--- src/rtl/baud_tmr_pkg.sv ---
package baud_tmr_pkg;

  typedef enum logic {
    TMR_RELOAD8 = 1'b0,
    TMR_FREE16  = 1'b1
  } tmr_mode_e;

  // Value the counter takes on a load: a start event or a software strobe.
  function automatic logic [15:0] load_value(tmr_mode_e mode, logic [7:0] hi, logic [7:0] lo);
    return (mode == TMR_FREE16) ? {hi, lo} : {8'h00, hi};
  endfunction

  // True when the next machine-cycle step overflows the timer.
  function automatic logic at_top(tmr_mode_e mode, logic [15:0] cnt);
    return (mode == TMR_FREE16) ? (&cnt) : (&cnt[7:0]);
  endfunction

  // Value after one machine-cycle step.
  function automatic logic [15:0] step_value(tmr_mode_e mode, logic [15:0] cnt, logic [7:0] hi);
    logic [15:0] nxt;
    if (mode == TMR_FREE16) nxt = cnt + 16'd1;
    else if (&cnt[7:0])     nxt = {8'h00, hi};
    else                    nxt = {8'h00, cnt[7:0] + 8'd1};
    return nxt;
  endfunction

  // True when the overflow counter sits on the last position of its cycle.
  function automatic logic post_last(logic [4:0] pd, logic dbl);
    return dbl ? (&pd[3:0]) : (&pd);
  endfunction

endpackage

--- src/rtl/baud_mc_prescaler.sv ---
module baud_mc_prescaler #(
  parameter int DIV = 12
) (
  input  logic clk,
  input  logic rst_n,
  input  logic run,
  output logic mc_tick
);
  localparam int PW = (DIV > 1) ? $clog2(DIV) : 1;
  localparam logic [PW-1:0] LAST = PW'(DIV - 1);

  logic [PW-1:0] pcnt;

  assign mc_tick = run && (pcnt == LAST);

  always_ff @(posedge clk or negedge rst_n) begin
    if (!rst_n)                pcnt <= '0;
    else if (!run || mc_tick)  pcnt <= '0;
    else                       pcnt <= pcnt + PW'(1);
  end
endmodule

--- src/rtl/baud_reload_timer.sv ---
module baud_reload_timer
  import baud_tmr_pkg::*;
(
  input  logic        clk,
  input  logic        rst_n,
  input  logic        start,
  input  logic        mc_tick,
  input  logic        mode16,
  input  logic        sw_load,
  input  logic [7:0]  reload_hi,
  input  logic [7:0]  reload_lo,
  output logic        ovf,
  output logic [15:0] cnt_q
);
  tmr_mode_e mode;
  assign mode = tmr_mode_e'(mode16);
  assign ovf  = mc_tick && at_top(mode, cnt_q);

  always_ff @(posedge clk or negedge rst_n) begin
    if (!rst_n)                cnt_q <= '0;
    else if (start || sw_load) cnt_q <= load_value(mode, reload_hi, reload_lo);
    else if (mc_tick)          cnt_q <= step_value(mode, cnt_q, reload_hi);
  end
endmodule

--- src/rtl/baud_post_div.sv ---
module baud_post_div
  import baud_tmr_pkg::*;
(
  input  logic clk,
  input  logic rst_n,
  input  logic run,
  input  logic ovf,
  input  logic dbl,
  output logic tick,
  output logic [4:0] pd_q
);
  assign tick = ovf && post_last(pd_q, dbl);

  always_ff @(posedge clk or negedge rst_n) begin
    if (!rst_n)    pd_q <= '0;
    else if (!run) pd_q <= '0;
    else if (ovf)  pd_q <= pd_q + 5'd1;
  end
endmodule

--- src/rtl/baud_tmr_gen.sv ---
module baud_tmr_gen #(
  parameter int PRESCALE = 12
) (
  input  logic       clk,
  input  logic       rst_n,
  input  logic       run_en,
  input  logic       mode16,
  input  logic       dbl_rate,
  input  logic [7:0] reload_hi,
  input  logic [7:0] reload_lo,
  input  logic       sw_load,
  output logic       ovf_pulse,
  output logic       baud_tick
);
  logic        run_q;
  logic        start;
  logic        mc_tick;
  logic [15:0] cnt_q;
  logic [4:0]  pd_q;

  assign start = run_en && !run_q;

  always_ff @(posedge clk or negedge rst_n) begin
    if (!rst_n) run_q <= 1'b0;
    else        run_q <= run_en;
  end

  baud_mc_prescaler #(.DIV(PRESCALE)) u_pre (
    .clk(clk), .rst_n(rst_n), .run(run_q), .mc_tick(mc_tick)
  );

  baud_reload_timer u_tmr (
    .clk(clk), .rst_n(rst_n), .start(start), .mc_tick(mc_tick),
    .mode16(mode16), .sw_load(sw_load), .reload_hi(reload_hi),
    .reload_lo(reload_lo), .ovf(ovf_pulse), .cnt_q(cnt_q)
  );

  baud_post_div u_post (
    .clk(clk), .rst_n(rst_n), .run(run_q), .ovf(ovf_pulse),
    .dbl(dbl_rate), .tick(baud_tick), .pd_q(pd_q)
  );
endmodule

--- config.mk ---
export PLATFORM = sky130hd
export DESIGN_NAME = baud_tmr_gen
export DESIGN_NICKNAME = d
export VERILOG_FILES = /design/src/rtl/baud_tmr_pkg.sv /design/src/rtl/baud_mc_prescaler.sv /design/src/rtl/baud_reload_timer.sv /design/src/rtl/baud_post_div.sv /design/src/rtl/baud_tmr_gen.sv
export SDC_FILE = /design/constraint.sdc
export NUM_CORES = 1
export LEC_CHECK = 0
export ABC_AREA = 1
export BUFFER_PORTS_ARGS = -buffer_cell sky130_fd_sc_hd__buf_2
export CORE_ASPECT_RATIO = 0.75
export CORE_MARGIN = 4
export CORE_UTILIZATION = 52
export DETAILED_ROUTE_END_ITERATION = 10
export GPL_TIMING_DRIVEN = 0
export PLACE_DENSITY = 0.83
export SYNTH_ARGS = -nofsm -noshare
export SYNTH_HDL_FRONTEND = slang
export SYNTH_SLANG_ARGS = --single-unit
--- constraint.sdc ---
create_clock -name clk -period 1.3 [get_ports clk]
set_input_delay 0.065 -clock clk [delete_from_list [all_inputs] [get_ports clk]]
set_output_delay 0.065 -clock clk [all_outputs]
set_load 0.1 [all_outputs]
==> impl_metrics.py <==
metrics = {
    "outcome": {
        "status": "complete, but fails checks",
        "violations": "setup timing",
    },
    "placement": {
        "portBuffers": 22,
        "pre_cts_ws_ns": -0.516,
        "hpwl_mm": 3.26,
        "gp_congestion": 0.878,
        "placed_area_sq_um": 2030,
    },
    "drt": {
        "routedWlPerCell_um": 16.4,
        "viasPerCell": 5.65,
        "antenna_left": 0,
        "drt_wl_total_mm": 5.84,
        "vias": 2016,
        "dr.pass1.iters": 5,
        "drt-initial-drc-count": 311,
        "drc_errors": 0,
    },
    "sta": {
        "slew_headroom_pct": 58.4,
        "skew_ns": 0.00739,
        "fmaxAchievable_mhz": 548,
        "slew_violations": 0,
        "fin_crit_ns": 1.82,
        "finalCritPeriodShare_pct": 140,
        "tightest_slew_ns": 0.624,
        "setup_ws_ns": -0.524,
        "holdWs_ns": 0.0338,
        "finalSetupViolCount": 23,
        "rsz0062_at_grt": "true",
        "hold_viol": 0,
    },
    "clock_network": {
        "clk_pin_slew_ns": 0.10,
        "cts_root_buf": "clkbuf_8",
        "clk_latency_ns": 0.29,
        "cts_buffers": 3,
        "h-tree-depth": 1,
        "clockBufferDepth": 2,
        "cts.sink_count": 26,
        "cts_tree": "yes",
    },
    "floorplanning": {
        "core_sq_um": 3360,
        "die_h_um": 59.6,
        "dieArea_sq_um": 4580,
        "die_w_um": 76.8,
        "rows": 18,
        "start_util_pct": 55.0,
        "ioPinCount": 24,
    },
    "synthesis": {
        "synth-async-reset-ratio_pct": 100,
        "ys.flop_type": "dfrtp_1",
        "synth.largest_area_cell": "dfrtp_1",
        "netlist_instances": 267,
        "syn_area_sq_um": 1850,
        "yosysWarnings": 0,
        "synth_top_area_share_pct": 35.3,
        "synth_fp_nets": 293,
        "synth.avg_cell_area_sq_um": 6.91,
        "yosysSeqAreaShare_pct": 35.3,
        "synth_edf_count": 0,
        "synth_area_leaders": "dfrtp_1 (35%), nand2_1 (17%), nand3_1 (7.1%), inv_1 (5.3%), nor2_1 (4.9%)",
        "yosysUniqueCellTypes": 29,
        "ys_ff_latch": 26,
    },
    "power_and_ir_drop": {
        "cellPowerDensity_nw_per_um2": 896,
        "p_total_mw": 2.23,
        "p_leak_nw": 1.22,
        "ir_worst_vdd_mv": 0.882,
    },
    "global_route": {
        "grt_use_total_pct": 24.4,
        "antenna_found_initial": 0,
        "grt_pass1_wl_mm": 8.85,
        "grt_max_degree": 27,
        "grt_overflow_total": 0,
        "grt_pass1_vias": 1821,
    },
    "layout": {
        "nFillCells": 204,
        "area.sequential_sq_um": 656,
        "fin_nets": 344,
        "postLayoutCellArea_sq_um": 2490,
        "drive_gt1_share_pct": 30.9,
        "antenna_cells": 0,
        "multi_input_area_sq_um": 1190,
        "area_delta_synth_final_pct": 34.8,
    },
    "flow_run": {
        "cap_violations": 0,
    },
    "hold_path": {
        "min_path_cells": 3,
        "worst_hold_path_type": "primary input to flop",
    },
    "critical_path": {
        "reg2reg_depth": 10,
        "worst-path-max-fanout": 3,
        "required_ns": 1.24,
        "start_kind": "flop",
        "cp.arrival_ns": 1.76,
        "crit_path_end_kind": "primary output",
        "worstSetupPathType": "flop to primary output",
    },
}
[cells in the mapped netlist (3+ instances only)]
cell type	count
buf_2	4
nor2_4	3
ha_1	4
dfrtp_1	26
inv_1	26
nand2_2	6
nor2_1	24
o211ai_1	3
xor2_1	8
o21ai_0	16
nand4_1	4
a21oi_1	12
inv_2	5
nand3_1	26
nand2_1	82
[layout by cell type, fill, tap and decap left out, types with 5 or more instances in the layout]
master	synthesis	layout
o21ai_0	16	10
nor2_1	24	16
buf_4	1	19
inv_1	26	26
dfrtp_1	26	22
a21oi_1	12	12
nand3_1	26	25
nand2_4	2	8
buf_2	4	22
buf_6	0	5
nand2_1	82	80
xor2_1	8	8
nor2_4	3	8
[cells by family after synthesis]
family	synth area share [%]
simple gates	37.5
compound gates	12.0
buf+inv	8.27
flops	35.3
xor+xnor	4.27
fa+ha+maj	2.71
[critical path, stage by stage (launching register included)]
cell and delay, ns:
dfrtp_1 0.43, ha_4 0.18, nand2_4 0.07, nor2_4 0.13
nand2_4 0.09, o21ai_4 0.19, nand2_4 0.10, nor2_4 0.11
buf_12 0.18
[metal layers]
| metal | up-vias | share of wire, % | track usage [%] |
|---|---|---|---|
| met5 | - | 0 | 0 |
| met4 | 0 | 3.1 | 7.75 |
| met3 | 28 | 9.3 | 4.86 |
| met2 | 144 | 46 | 38.3 |
| met1 | 887 | 42 | 34.2 |
| li1 | 957 | - | - |
[final timing paths]
path	slack (ns)	start	end
min in group asynchronous	0.33	rst_n	u_tmr.cnt_q[5]
max in group asynchronous	0.53	rst_n	u_tmr.cnt_q[9]
min reg2reg	0.53	u_post.pd_q[4]	u_post.pd_q[4]
max reg2reg	-0.39	u_tmr.cnt_q[1]	u_tmr.cnt_q[3]
max	-0.52	u_tmr.cnt_q[1]	baud_tick
min	0.03	reload_lo[5]	u_tmr.cnt_q[5]
[through the flow]
step	std cells	TNS [ns]	utilization (%)
4_1_cts	353	-4.77	71.6
5_1_grt	357	-8.35	74.1
3_5_place_dp	329	-5.43	60.5
3_3_place_gp	329	-4.77	60.5
6_report	357	-6.61	74.1
2_1_floorplan	267	-1.39	-
[registers in the layout (all words and copies together) (netlist names)]
register     cells
u_tmr.cnt_q     16
u_post.pd_q      5
run_q            1
u_pre.pcnt       4
[where the power goes]
part           switching, mW  internal (mW)
registers             0.0984          0.877
clock network          0.294          0.413
logic                  0.312          0.235
total                  0.705           1.53
[timing repair]
item | in CTS | in global routing
endpoints found under the hold margin | 27 | 0
hold buffers | 2 | 0
setup endpoints to repair | 23 | 23
pin swaps | 11 | 8
resized for setup | 37 | 18
cloned | 0 | 0
buffers inserted | 18 | 4
[area by class of cell]
| type | instances | area share, % |
|---|---|---|
| inverter | 32 | 5.23 |
| timing repair buffer | 46 | 14.2 |
| multi-input combinational | 204 | 47.9 |
| clock inverter | 1 | 1.21 |
| tap | 40 | 2.01 |
| sequential | 26 | 26.4 |
| buffer | 5 | 1.46 |
| clock buffer | 3 | 1.66 |
Power figures use the tool's default switching activity.
